==> src/rtl/qfmt_pkg.sv <==
package qfmt_pkg;
  localparam int XLEN  = 64;
  localparam int WORD  = 32;
  localparam int HALF  = 16;
  localparam int OP_W  = 3;

  typedef enum logic [OP_W-1:0] {
    OP_W15_30 = 3'd0,
    OP_W31_62 = 3'd1,
    OP_N30_15 = 3'd2,
    OP_N62_31 = 3'd3,
    OP_P31_15 = 3'd4,
    OP_P30_31 = 3'd5,
    OP_P64_32 = 3'd6,
    OP_BAD    = 3'd7
  } qop_e;
endpackage

==> src/rtl/qfmt_widen.sv <==
module qfmt_widen #(
  parameter int IN_W  = 16,
  parameter int OUT_W = 64,
  parameter int SHIFT = 15
) (
  input  logic [IN_W-1:0]  val_i,
  output logic [OUT_W-1:0] val_o
);
  localparam int PAD = OUT_W - IN_W;

  logic [OUT_W-1:0] ext;

  assign ext   = {{PAD{val_i[IN_W-1]}}, val_i};
  assign val_o = ext << SHIFT;
endmodule

==> src/rtl/qfmt_rnd_sat.sv <==
module qfmt_rnd_sat #(
  parameter int IN_W  = 64,
  parameter int SHIFT = 15,
  parameter int OUT_W = 16
) (
  input  logic [IN_W-1:0]  val_i,
  output logic [OUT_W-1:0] val_o,
  output logic             clamp_o
);
  localparam int EW = IN_W + 1;
  localparam logic signed [EW-1:0] MAXV = {{(EW-OUT_W+1){1'b0}}, {(OUT_W-1){1'b1}}};
  localparam logic signed [EW-1:0] MINV = ~MAXV;

  logic signed [EW-1:0] ext;
  logic signed [EW-1:0] scaled;
  logic                 over_hi;
  logic                 over_lo;

  assign ext = {val_i[IN_W-1], val_i};

  generate
    if (SHIFT > 0) begin : g_round
      localparam logic signed [EW-1:0] BIAS = EW'(1) << (SHIFT - 1);
      logic signed [EW-1:0] biased;
      // half-LSB bias then floor: ties go toward +inf
      assign biased = ext + BIAS;
      assign scaled = biased >>> SHIFT;
    end else begin : g_pass
      assign scaled = ext;
    end
  endgenerate

  assign over_hi = scaled > MAXV;
  assign over_lo = scaled < MINV;
  assign clamp_o = over_hi | over_lo;

  always_comb begin
    if (over_hi)      val_o = MAXV[OUT_W-1:0];
    else if (over_lo) val_o = MINV[OUT_W-1:0];
    else              val_o = scaled[OUT_W-1:0];
  end
endmodule

==> src/rtl/qfmt_conv_unit.sv <==
module qfmt_conv_unit
  import qfmt_pkg::*;
#(
  parameter bit REG_OUT = 1'b1
) (
  input  logic            clk_i,
  input  logic            rst_ni,
  input  logic [OP_W-1:0] op_i,
  input  logic [XLEN-1:0] src_a_i,
  input  logic [XLEN-1:0] src_b_i,
  input  logic [XLEN-1:0] dst_old_i,
  output logic [XLEN-1:0] result_o,
  output logic            sat_o,
  output logic            illegal_o
);
  localparam int N_HL = (2 * XLEN) / WORD;
  localparam int N_WL = (2 * XLEN) / XLEN;
  localparam logic [XLEN-1:0] KEEP_H = ~{{(XLEN-HALF){1'b0}}, {HALF{1'b1}}};
  localparam logic [XLEN-1:0] KEEP_W = ~{{(XLEN-WORD){1'b0}}, {WORD{1'b1}}};

  qop_e              op;
  logic [2*XLEN-1:0] pair;
  logic [XLEN-1:0]   w15_res, w31_res;
  logic [HALF-1:0]   n15_res;
  logic [WORD-1:0]   n31_res;
  logic              n15_clp, n31_clp;
  logic [N_HL*HALF-1:0] p15_res;
  logic [N_HL-1:0]      p15_clp;
  logic [N_WL*WORD-1:0] p31_res, pi_res;
  logic [N_WL-1:0]      p31_clp, pi_clp;

  logic [XLEN-1:0] res_d;
  logic            sat_d;
  logic            ill_d;

  assign op   = qop_e'(op_i);
  assign pair = {src_b_i, src_a_i};

  qfmt_widen #(.IN_W(HALF), .OUT_W(XLEN), .SHIFT(HALF-1)) u_w15 (
    .val_i(src_a_i[HALF-1:0]), .val_o(w15_res));
  qfmt_widen #(.IN_W(WORD), .OUT_W(XLEN), .SHIFT(WORD-1)) u_w31 (
    .val_i(src_a_i[WORD-1:0]), .val_o(w31_res));

  qfmt_rnd_sat #(.IN_W(XLEN), .SHIFT(HALF-1), .OUT_W(HALF)) u_n15 (
    .val_i(src_a_i), .val_o(n15_res), .clamp_o(n15_clp));
  qfmt_rnd_sat #(.IN_W(XLEN), .SHIFT(WORD-1), .OUT_W(WORD)) u_n31 (
    .val_i(src_a_i), .val_o(n31_res), .clamp_o(n31_clp));

  generate
    for (genvar k = 0; k < N_HL; k++) begin : g_p15
      qfmt_rnd_sat #(.IN_W(WORD), .SHIFT(HALF), .OUT_W(HALF)) u_lane (
        .val_i  (pair[k*WORD +: WORD]),
        .val_o  (p15_res[k*HALF +: HALF]),
        .clamp_o(p15_clp[k]));
    end
    for (genvar k = 0; k < N_WL; k++) begin : g_pw
      // exact doubling: one extra bit carries the sign
      qfmt_rnd_sat #(.IN_W(XLEN+1), .SHIFT(0), .OUT_W(WORD)) u_dbl (
        .val_i  ({pair[k*XLEN +: XLEN], 1'b0}),
        .val_o  (p31_res[k*WORD +: WORD]),
        .clamp_o(p31_clp[k]));
      qfmt_rnd_sat #(.IN_W(XLEN), .SHIFT(0), .OUT_W(WORD)) u_int (
        .val_i  (pair[k*XLEN +: XLEN]),
        .val_o  (pi_res[k*WORD +: WORD]),
        .clamp_o(pi_clp[k]));
    end
  endgenerate

  always_comb begin
    res_d = '0;
    sat_d = 1'b0;
    ill_d = 1'b0;
    unique case (op)
      OP_W15_30: res_d = w15_res;
      OP_W31_62: res_d = w31_res;
      OP_N30_15: begin
        res_d = (dst_old_i & KEEP_H) | {{(XLEN-HALF){1'b0}}, n15_res};
        sat_d = n15_clp;
      end
      OP_N62_31: begin
        res_d = (dst_old_i & KEEP_W) | {{(XLEN-WORD){1'b0}}, n31_res};
        sat_d = n31_clp;
      end
      OP_P31_15: begin
        res_d = p15_res;
        sat_d = |p15_clp;
      end
      OP_P30_31: begin
        res_d = p31_res;
        sat_d = |p31_clp;
      end
      OP_P64_32: begin
        res_d = pi_res;
        sat_d = |pi_clp;
      end
      default: ill_d = 1'b1;
    endcase
  end

  generate
    if (REG_OUT) begin : g_reg
      always_ff @(posedge clk_i or negedge rst_ni) begin
        if (!rst_ni) begin
          result_o  <= '0;
          sat_o     <= 1'b0;
          illegal_o <= 1'b0;
        end else begin
          result_o  <= res_d;
          sat_o     <= sat_d;
          illegal_o <= ill_d;
        end
      end

      AST_ILLEGAL_FROM_CODE: assert property (@(posedge clk_i) disable iff (!rst_ni)
        $rose(illegal_o) |-> ($past(op_i) == OP_BAD));
    end else begin : g_comb
      assign result_o  = res_d;
      assign sat_o     = sat_d;
      assign illegal_o = ill_d;
    end
  endgenerate

  AST_N15_KEEPS_UPPER: assert property (@(posedge clk_i) disable iff (!rst_ni)
    (op_i == OP_N30_15) |-> (res_d[XLEN-1:HALF] == dst_old_i[XLEN-1:HALF]));
  AST_N31_KEEPS_UPPER: assert property (@(posedge clk_i) disable iff (!rst_ni)
    (op_i == OP_N62_31) |-> (res_d[XLEN-1:WORD] == dst_old_i[XLEN-1:WORD]));
  AST_BAD_OP_ZERO: assert property (@(posedge clk_i) disable iff (!rst_ni)
    (op_i == OP_BAD) |-> (res_d == '0 && ill_d && !sat_d));
  AST_WIDEN_NO_CLAMP: assert property (@(posedge clk_i) disable iff (!rst_ni)
    (op_i == OP_W15_30 || op_i == OP_W31_62) |-> !sat_d);
  AST_P64_POS_CLAMP: assert property (@(posedge clk_i) disable iff (!rst_ni)
    (op_i == OP_P64_32 && $signed(src_a_i) > 64'sh7fff_ffff)
      |-> (res_d[WORD-1:0] == 32'h7fff_ffff && sat_d));
  AST_HALF_TIE_UP: assert property (@(posedge clk_i) disable iff (!rst_ni)
    (op_i == OP_N30_15 && src_a_i == 64'h4000) |-> (res_d[HALF-1:0] == 16'h0001));
endmodule

==> config.mk <==
export PLATFORM = sky130hd
export DESIGN_NAME = qfmt_conv_unit
export DESIGN_NICKNAME = d
export VERILOG_FILES = /design/src/rtl/qfmt_pkg.sv /design/src/rtl/qfmt_widen.sv /design/src/rtl/qfmt_rnd_sat.sv /design/src/rtl/qfmt_conv_unit.sv
export SDC_FILE = /design/constraint.sdc
export NUM_CORES = 1
export LEC_CHECK = 0
export ABC_AREA = 1
export CAP_MARGIN = 20
export CORE_ASPECT_RATIO = 1.25
export CORE_MARGIN = 2
export CORE_UTILIZATION = 60
export DETAILED_ROUTE_END_ITERATION = 8
export DONT_BUFFER_PORTS = 1
export MAX_ROUTING_LAYER = met4
export PLACE_DENSITY = 0.76
export SLEW_MARGIN = 40
export SYNTH_ARGS = -nofsm -noshare
export SYNTH_HDL_FRONTEND = slang
export SYNTH_SLANG_ARGS = --single-unit
export TNS_END_PERCENT = 50
==> constraint.sdc <==
create_clock -name clk_i -period 0.8 [get_ports clk_i]
set_input_delay 0.12 -clock clk_i [delete_from_list [all_inputs] [get_ports clk_i]]
set_output_delay 0.12 -clock clk_i [all_outputs]
set_load 0.05 [all_outputs]
==> results of run 1 <==
==> cell usage after synthesis, drive strengths merged, types with 16 or more instances <==
| library cell | number |
|---|---|
| a21oi | 77 |
| a221oi | 16 |
| buf | 17 |
| clkbuf | 41 |
| dfrtp | 66 |
| inv | 163 |
| nand2 | 490 |
| nand3 | 110 |
| nand4 | 47 |
| nor2 | 217 |
| nor3 | 29 |
| o2111ai | 25 |
| o21ai | 126 |
| xor2 | 80 |
==> through the flow <==
stage          setup TNS, ns  hold WS, ns
3_5_place_dp          -76.24       -0.172
3_3_place_gp          -70.55       -0.171
2_1_floorplan         -53.49       -0.176
==> logic make-up after synthesis <==
group                      count (synthesis)  share of synthesized area
and+or+nand+nor                          914                      0.438
AOI/OAI and AO/OA                        280                      0.184
buffers and inverters                    221                     0.0993
xor gates and xnor gates                  87                     0.0843
DFF                                       66                      0.183
adders and majority gates                  8                     0.0111
==> results.toml, run 1 <==
[run_status]
status = "did not finish"
lastStage = "4_1_cts"
error = "[ERROR DPL-0038] Utilization greater than 100%, impossible to legalize"

[yosys]
yosys.area.top_type = "nand2_1"
synth-seq-area-share = 0.183
synth_area_leaders = "nand2_1 (20%), dfrtp_1 (18%), nor2_1 (8.3%)"
ys_seq_elements = 66
synthDominantCellAreaShare = 0.198
syn_area_per_cell_um2 = 5.73
ys_async_sr_fraction = 1.00
synth_edf_count = 0
synth_cell_types = 50
synth_flop_cell = "dfrtp_1"
yosysWarningCount = 0
syn_inst = 1576
synthesis.nets = 1781
syn_area_mm2 = 0.00903

[placed_design]
post-place-ws_ns = -1.49
place_congestion = 1.21
placed_cells = 2095
dpl.hpwl_um = 38800
port_buffers = 0
place_area_mm2 = 0.0133

[clock_network]
post_cts_buffers = 49
cts_sinks = 66
cts_buffer_depth = 2
htreeDepth = 3
cts_made_buffers = 9
postCtsHoldBufs = 19
cts-root-buf = "clkbuf_16"
ctsResizeCount = 297

[floorplanning]
die_x_um = 114
io_pins = 263
start_util = 0.609
die_h_um = 141
row_count = 50
==> inputs of run 2 (changes only) <==
- CORE_ASPECT_RATIO: 1.25 -> default
- CORE_UTILIZATION: 60 -> 40
- MAX_ROUTING_LAYER: met4 -> default
- PLACE_DENSITY: 0.76 -> default
- PLACE_DENSITY_LB_ADDON: default -> 0.15
==> run 2 against run 1 <==
  * The flow now finishes, with violations (hold timing, setup timing)
  * Area after synthesis unchanged
  * Synthesized cell count stayed put
==> results.toml, run 2 <==
[yosys]
yosysWarningCount = 0
synth_cell_types = 50
yosysMostFrequentCell = "nand2_1"
synth_commonest_cells = "nand2_1 (477), nor2_1 (199), inv_1 (154)"
ys_seq_elements = 66
syn_area_mm2 = 0.00903
synth_flop_cell = "dfrtp_1"
synthesis.nets = 1781
synth_area_leaders = "nand2_1 (20%), dfrtp_1 (18%), nor2_1 (8.3%)"
syn_inst = 1576
yosys.area.top_type = "nand2_1"
ys_async_sr_fraction = 1.00
syn_area_per_cell_um2 = 5.73
synthDominantCellAreaShare = 0.198
synth-seq-area-share = 0.183
synth_edf_count = 0

[placed_design]
port_buffers = 0
placed_cells = 2213
place_congestion = 1.06
dpl.hpwl_um = 43600

[clock_network]
cts_tree = "built"
cts_buffer_depth = 2
cts-root-buf = "clkbuf_16"
cts_made_buffers = 9
clk_pin_slew_ns = 0.07
htreeDepth = 3
postCtsHoldBufs = 20
cts_sinks = 66

[power]
ir_drop_mv = 1.10
power_density_mw_per_mm2 = 1090
p_leak_nw = 7.45

[drt]
initialDrtViolationCount = 1972
vias = 14553
ant_nets = 0
wirelength_um = 60100
drc = 0
vias_per_cell = 6.27
first_pass_iters = 7
wl_per_cell_um = 25.9

[sta]
post-route-period-util = 2.40
relSlewSlack = 0.612
rsz0062_at_grt = "true"
final.min_clock_period_ns = 1.92
setup_violations = 131
tightestPinTransition_ns = 0.578
layout_setup_ws_ns = -1.12
hold_slack_ns = -0.546
finalMaxSlewViolations = 0
fmax_mhz = 521
hold_viol = 82

[floorplanning]
start_util = 0.410
row_count = 54
dieArea_mm2 = 0.0238
die_x_um = 154
core_mm2 = 0.0220
io_pins = 263
die_h_um = 154

[global_route]
grt_pass1_wl_um = 82700
track_usage = 0.462
first_global_vias = 13797
grt-ovfl-total = 0
grt_antenna_before_repair = 4
grt_max_degree = 67

[final_layout]
area_delta_synth_final_pct = 82.2
reg_top3 = "result_o: 64 flops, illegal_o: 1 flops, sat_o: 1 flops"
fin_cells = 2321
final_common_cell = "nand2_1"
drive_above_1_share = 0.422
largest-register = "result_o"
final_cell_mix = "nand2_1 (383), buf_4 (344), inv_1 (141)"
largest_reg_flops = 64
fin_nets = 2239

[worst_setup_path]
crit_top_cell = "nand2_2"
crit_fanout = 8
endpoint_kind = "register"
max_stage_delay_ns = 0.18
path_buf_inv = 4
worstSetupPathType = "primary input to register"
worstPathCellList = "nand2_2, buf_6, nor2_4, nand2_2, nor2_4, buf_12, buf_16, nand2_1, nand2_2, nand2_2, nor2_1, nand3b_1, nor2_1, nand3_2, nand2_4, clkbuf_16, nand2_2, nand2_1, nand2_1"
cp_top_family = "simple AND/OR/NAND/NOR gates"
critical_path_arrival_ns = 2.16
cpMaxStageDelayCell = "nor2_4"
cp_num_cells = 19
required_ns = 1.04
worstSetupStartpointType = "primary input"

[run]
drv_cap = 0

[min_path]
hold_class = "primary input to async pin"

[run_status]
violations = "hold timing, setup timing"
status = "complete, but fails checks"
## run 2: cell counts after synthesis
No cell type changed its count.
## run 2: power breakdown
part | switching (mW) | total, mW | internal, mW | leakage [nW]
logic | 4.84 | 8.76 | 3.93 | 6.47
registers | 0.385 | 4.15 | 3.76 | 0.810
clock network | 1.94 | 5.09 | 3.15 | 0.173
## run 2: cell families (layout without fill, tap and decap cells)
logic type / count (synthesis) / count (layout) / synth area share
and+or+nand+nor: 914 / 915 / 0.438
AOI/OAI and AO/OA: 280 / 280 / 0.184
buffers and inverters: 221 / 683 / 0.0993
xor gates and xnor gates: 87 / 87 / 0.0843
DFF: 66 / 66 / 0.183
adders and majority gates: 8 / 8 / 0.0111
other: 0 / 2 / 0
## run 2: metrics by stage
step	util	setup TNS (ns)	setup slack, ns	power, mW	instance area, um^2
floorplan	-	-53.49	-1.08	7.74	9460
global placement	0.613	-80.36	-1.54	11.5	13500
detailed placement	0.613	-80.29	-1.55	11.5	13500
CTS	0.702	-62.27	-0.953	17.1	15500
global route	0.747	-77.86	-1.22	18.4	16500
finish	0.747	-70.76	-1.12	18.0	16500
## run 2: final timing paths
path,slack (ns),end,from
max,-1.12,result_o[11],src_a_i[17]
min,-0.55,result_o[19],rst_ni
max in group asynchronous,1.17,result_o[30],rst_ni
min in group clk_i,-0.08,result_o[48],dst_old_i[48]
## run 2: area by class of cell
cell class	instances	area [um^2]
multi-input cells	1290	8270
fillers	1697	5570
repair buffers	504	5180
flip-flops and latches	66	1650
inverters	163	648
well taps	280	350
clock buffers	10	239
clock inverters	6	113
diodes	2	5.00
## run 2: what timing repair did
| action | CTS | global route |
|---|---|---|
| pin swaps | 101 | 102 |
| resized for setup | 266 | 178 |
| hold endpoints to repair | 101 | 79 |
| setup buffers | 37 | 30 |
| cloned | 7 | 1 |
| endpoints found under the setup margin | 131 | 131 |
## run 2: metal layers
| metal | share of wire | routed length [um] | GRT usage |
|---|---|---|---|
| met3 | 0.13 | 7710 | 0.129 |
| met1 | 0.34 | 20600 | 0.541 |
| met2 | 0.43 | 25700 | 0.736 |
| met4 | 0.10 | 6080 | 0.321 |
| met5 | 0.00022 | 13 | 0 |
No activity file was read; power rests on OpenSTA's default activity.
==> inputs of run 3 (changes only) <==
==> constraint.sdc (replaced) <==
create_clock -name clk_i -period 2.1 [get_ports clk_i]
set_input_delay 0.315 -clock clk_i [delete_from_list [all_inputs] [get_ports clk_i]]
set_output_delay 0.315 -clock clk_i [all_outputs]
set_load 0.01 [all_outputs]
==> run 3 against run 2 <==
  * The flow finishes with violations (setup timing)
  * Clock power shrank 68%
  * Core utilization fell by 21 points
  * Clock-buffer cell count down 1
  * Final cell count fell by 11%
  * First-iteration DRC count is 28% lower
  * Power decreased by 74%
  * Critical endpoint is now result_o[13]
==> results.toml, run 3 (synthesis gave the netlist of run 2 again) <==
[run_status]
status = "complete, but fails checks"
violations = "setup timing"

[power]
power_density_mw_per_mm2 = 396
ir_drop_mv = 0.377
switchingPower_mw = 1.75
pwr-share-clk = 0.344
power_mw = 4.67
swShare = 0.375
seq_power_share = 0.343
p_leak_nw = 5.43
cellInternalPower_mw = 2.91
p_comb_frac = 0.313

[clock_network]
cts_tree = "built"
cts_sinks = 66
cts_buffer_depth = 2
clk_pin_slew_ns = 0.06
cts-root-buf = "clkbuf_16"
cts_made_buffers = 9
htreeDepth = 3

[final_layout]
antenna_cells = 0
largest_reg_flops = 64
final_cell_mix = "nand2_1 (448), buf_4 (231), nor2_1 (174)"
fin_nets = 1980
multi_input_area_mm2 = 0.00685
fillers = 2298
reg_top3 = "result_o: 64 flops, illegal_o: 1 flops, sat_o: 1 flops"
postLayoutCoreUtil = 0.535
area_delta_synth_final_pct = 30.4
largest-register = "result_o"
drive_above_1_share = 0.215
final_common_cell = "nand2_1"
fin_cells = 2060
design_area_mm2 = 0.0118
seqCellArea_mm2 = 0.00165

[global_route]
first_global_vias = 11619
use_met3 = 0.101
grt_antenna_before_repair = 0
met2_usage = 0.671
grt_pass1_wl_um = 72400
met1_usage = 0.483
grt_max_degree = 67
grt-ovfl-total = 0
gr-max-usage-layer = "met2"
track_usage = 0.406

[drt]
ant_nets = 0
vias = 12234
vias_per_cell = 5.94
wl_per_cell_um = 24.2
drc = 0
initialDrtViolationCount = 1423
first_pass_iters = 6
wirelength_um = 49800

[floorplanning]
start_util = 0.410
dieArea_mm2 = 0.0238
row_count = 54
die_h_um = 154
io_pins = 263
die_x_um = 154
core_mm2 = 0.0220

[worst_setup_path]
endpoint_kind = "register"
required_ns = 2.38
critPathLaunch = "src_a_i[14]"
critical_path_arrival_ns = 2.45
worstSetupPathType = "primary input to register"
crit_fanout = 16
worstSetupStartpointType = "primary input"

[sta]
rsz0062_at_grt = "true"
relSlewSlack = 0.371
setup_violations = 17
hold_viol = 0
hold_slack_ns = 0.117
fmax_mhz = 462
finalMaxSlewViolations = 0
post-route-period-util = 1.03
fin_setup_tns_ns = -0.650
final.min_clock_period_ns = 2.16
tightestPinTransition_ns = 0.940
layout_setup_ws_ns = -0.0628

[placed_design]
dpl.hpwl_um = 40900
place_congestion = 1.04
post-place-ws_ns = -0.473
placed_cells = 2036
place_area_mm2 = 0.0111
port_buffers = 0

[min_path]
hp-start = "src_b_i[63]"
hold_class = "primary input to register"

[run]
drv_cap = 0
## run 3: final timing paths
check                          endpoint  slack (ns)  cells after the start
max in group asynchronous  result_o[63]        1.30                      2
hold / removal             result_o[63]        0.12                      2
setup / recovery           result_o[13]       -0.06                     21
min in group asynchronous  result_o[37]        0.51                      2
## run 3: final cells by class
type | instances | share of cell area
Clock inverter | 7 | 0.00648
Multi-Input combinational cell | 1290 | 0.582
Timing Repair Buffer | 245 | 0.170
Inverter | 163 | 0.0529
Clock buffer | 9 | 0.0191
Sequential cell | 66 | 0.140
Tap cell | 280 | 0.0297
## run 3: what timing repair did
item,CTS,global route
setup endpoints to repair,16,22
hold endpoints to repair,66,0
buffers inserted,1,3
hold buffers,2,0
gates resized for setup,5,73
pin swaps,1,28
cloned,0,2
## run 3: per-layer routing
metal  vias up  part of all wire  routed length [um]
li1       5627                 -                   -
met1      5637              0.37               18600
met2       780              0.45               22600
met3       190              0.11                5380
met4         0             0.066                3270
met5         -                 0                   0
## run 3: worst max-delay path: stages
cell	delay, ns
ha_4	0.16
inv_2	0.08
nor2_4	0.05
nand2_2	0.09
nor2_4	0.04
buf_12	0.15
inv_1	0.09
buf_4	0.12
nand2_1	0.04
nand2_1	0.10
buf_4	0.13
nand3_1	0.06
nor2_1	0.09
nand3_1	0.13
nor2_2	0.20
nand3_4	0.17
nand2_4	0.18
nand2_1	0.08
nand2_2	0.06
nand2_1	0.04
nand2_1	0.07
## run 3: power by group through the flow
stage,combinational (mW),clock (mW),sequential [mW]
global route,1.57,1.67,1.61
CTS,1.37,1.62,1.60
global placement,1.33,0,1.62
floorplan,0.811,0,1.59
finish,1.46,1.61,1.60
detailed placement,1.33,0,1.62
==> inputs of run 4 (changes only) <==
- SKIP_CTS_REPAIR_TIMING: default -> 1
==> run 4 against run 3 <==
  * The run still ends with setup timing left
  * Clock-buffer cell count stayed put
  * Non-clock buffer count fell by 1
  * Worst hold slack better by 0.0041 ns
  * Combinational power about the same
  * Core utilization shrank 0.40 points
  * Global-route usage unchanged
  * Largest power group is now registers
  * Highest routed layer unchanged
==> results.toml, run 4 (synthesis gave the netlist of run 2 again) <==
[run_status]
status = "complete, but fails checks"
violations = "setup timing"

[drt]
initialDrtViolationCount = 1419
wirelength_um = 49700
vias = 12300
drc = 0
wl_per_cell_um = 24.2
vias_per_cell = 5.97
ant_nets = 0
first_pass_iters = 7

[clock_network]
cts-root-buf = "clkbuf_16"
clk_pin_slew_ns = 0.07
cts_tree = "built"
cts_buffer_depth = 2
htreeDepth = 3
cts_made_buffers = 9
cts_sinks = 66

[worst_setup_path]
crit_top_cell = "nand2_1"
cpMaxStageDelayCell = "nor2_2"
endpoint_kind = "register"
critical_path_arrival_ns = 2.44
crit_fanout = 16
required_ns = 2.38
worstSetupStartpointType = "primary input"
worstSetupPathType = "primary input to register"
max_stage_delay_ns = 0.20
worstPathCellList = "ha_4, inv_2, nor2_4, nand2_2, nor2_4, buf_12, inv_1, buf_4, nand2_1, nand2_2, buf_4, nand3_1, nor2_1, nand3_1, nor2_2, nand3_4, nand2_4, nand2_1, nand2_2, nand2_1, nand2_1"

[power]
pwr-share-clk = 0.344
cellInternalPower_mw = 2.91
swShare = 0.374
ir_drop_mv = 0.375
switchingPower_mw = 1.74
power_mw = 4.65
p_comb_frac = 0.312
seq_power_share = 0.344
power_density_mw_per_mm2 = 398
p_leak_nw = 5.41

[sta]
finalMaxSlewViolations = 0
rsz0062_at_grt = "true"
layout_setup_ws_ns = -0.0507
tightestPinTransition_ns = 0.932
relSlewSlack = 0.376
post-route-period-util = 1.02
fin_setup_tns_ns = -0.581
setup_violations = 17
fmax_mhz = 465
hold_slack_ns = 0.121
hold_viol = 0
final.min_clock_period_ns = 2.15

[placed_design]
place_congestion = 1.04
port_buffers = 0
post-place-ws_ns = -0.473
dpl.hpwl_um = 40900
place_area_mm2 = 0.0111

[global_route]
grt_max_degree = 67
grt-ovfl-total = 0
first_global_vias = 11585
grt_pass1_wl_um = 72400
grt_antenna_before_repair = 0
track_usage = 0.406

[floorplanning]
row_count = 54
dieArea_mm2 = 0.0238
core_mm2 = 0.0220
io_pins = 263
die_x_um = 154
start_util = 0.410
die_h_um = 154

[final_layout]
largest_reg_flops = 64
area_delta_synth_final_pct = 29.4
antenna_cells = 0
drive_above_1_share = 0.210
design_area_mm2 = 0.0117
final_common_cell = "nand2_1"
largest-register = "result_o"
final_cell_mix = "nand2_1 (452), buf_4 (232), nor2_1 (175)"
reg_top3 = "result_o: 64 flops, illegal_o: 1 flops, sat_o: 1 flops"
fin_nets = 1979
fillers = 2303

[min_path]
hold_class = "primary input to register"

[run]
drv_cap = 0
run 4: cell type report:
cell class | count | area, um^2 | area share
multi-input combinational | 1290 | 6800 | 0.582
tap | 280 | 350 | 0.0300
clock inverter | 7 | 76.3 | 0.00653
clock buffer | 9 | 225 | 0.0193
inverter | 163 | 621 | 0.0531
sequential | 66 | 1650 | 0.141
timing repair buffer | 244 | 1970 | 0.168
run 4: final timing paths:
kind	from	to	slack, ns	cells after the start
min in group asynchronous	rst_ni	result_o[39]	0.61	2
max in group asynchronous	rst_ni	result_o[57]	1.21	2
worst min-delay path	op_i[0]	illegal_o	0.12	2
worst max-delay path	src_a_i[14]	result_o[13]	-0.05	21
run 4: per-layer routing:
metal	up-vias	wire, um	global-route usage
met3	182	5460	0.101
met5	-	0	0
li1	5634	-	-
met2	831	22600	0.670
met4	0	3260	0.226
met1	5653	18400	0.484
run 4: critical path, delay by kind of cell:
kind                       cells  cell delay (ns)
adders and majority gates      1             0.16
buffers and inverters          5             0.54
and+or+nand+nor               15             1.39
run 4: through the flow:
stage | std cells | util
after floorplan | 1576 | -
after global placement | 2036 | 0.502
after detailed placement | 2036 | 0.502
after CTS | 2052 | 0.516
after global routing | 2059 | 0.531
final | 2059 | 0.531
run 4: power groups by stage:
| stage | sequential, mW | clock, mW | combinational [mW] |
|---|---|---|---|
| final | 1.60 | 1.60 | 1.45 |
| after global routing | 1.61 | 1.67 | 1.56 |
| after CTS | 1.60 | 1.62 | 1.34 |
| after detailed placement | 1.62 | 0 | 1.33 |
| after global placement | 1.62 | 0 | 1.33 |
| after floorplan | 1.59 | 0 | 0.811 |
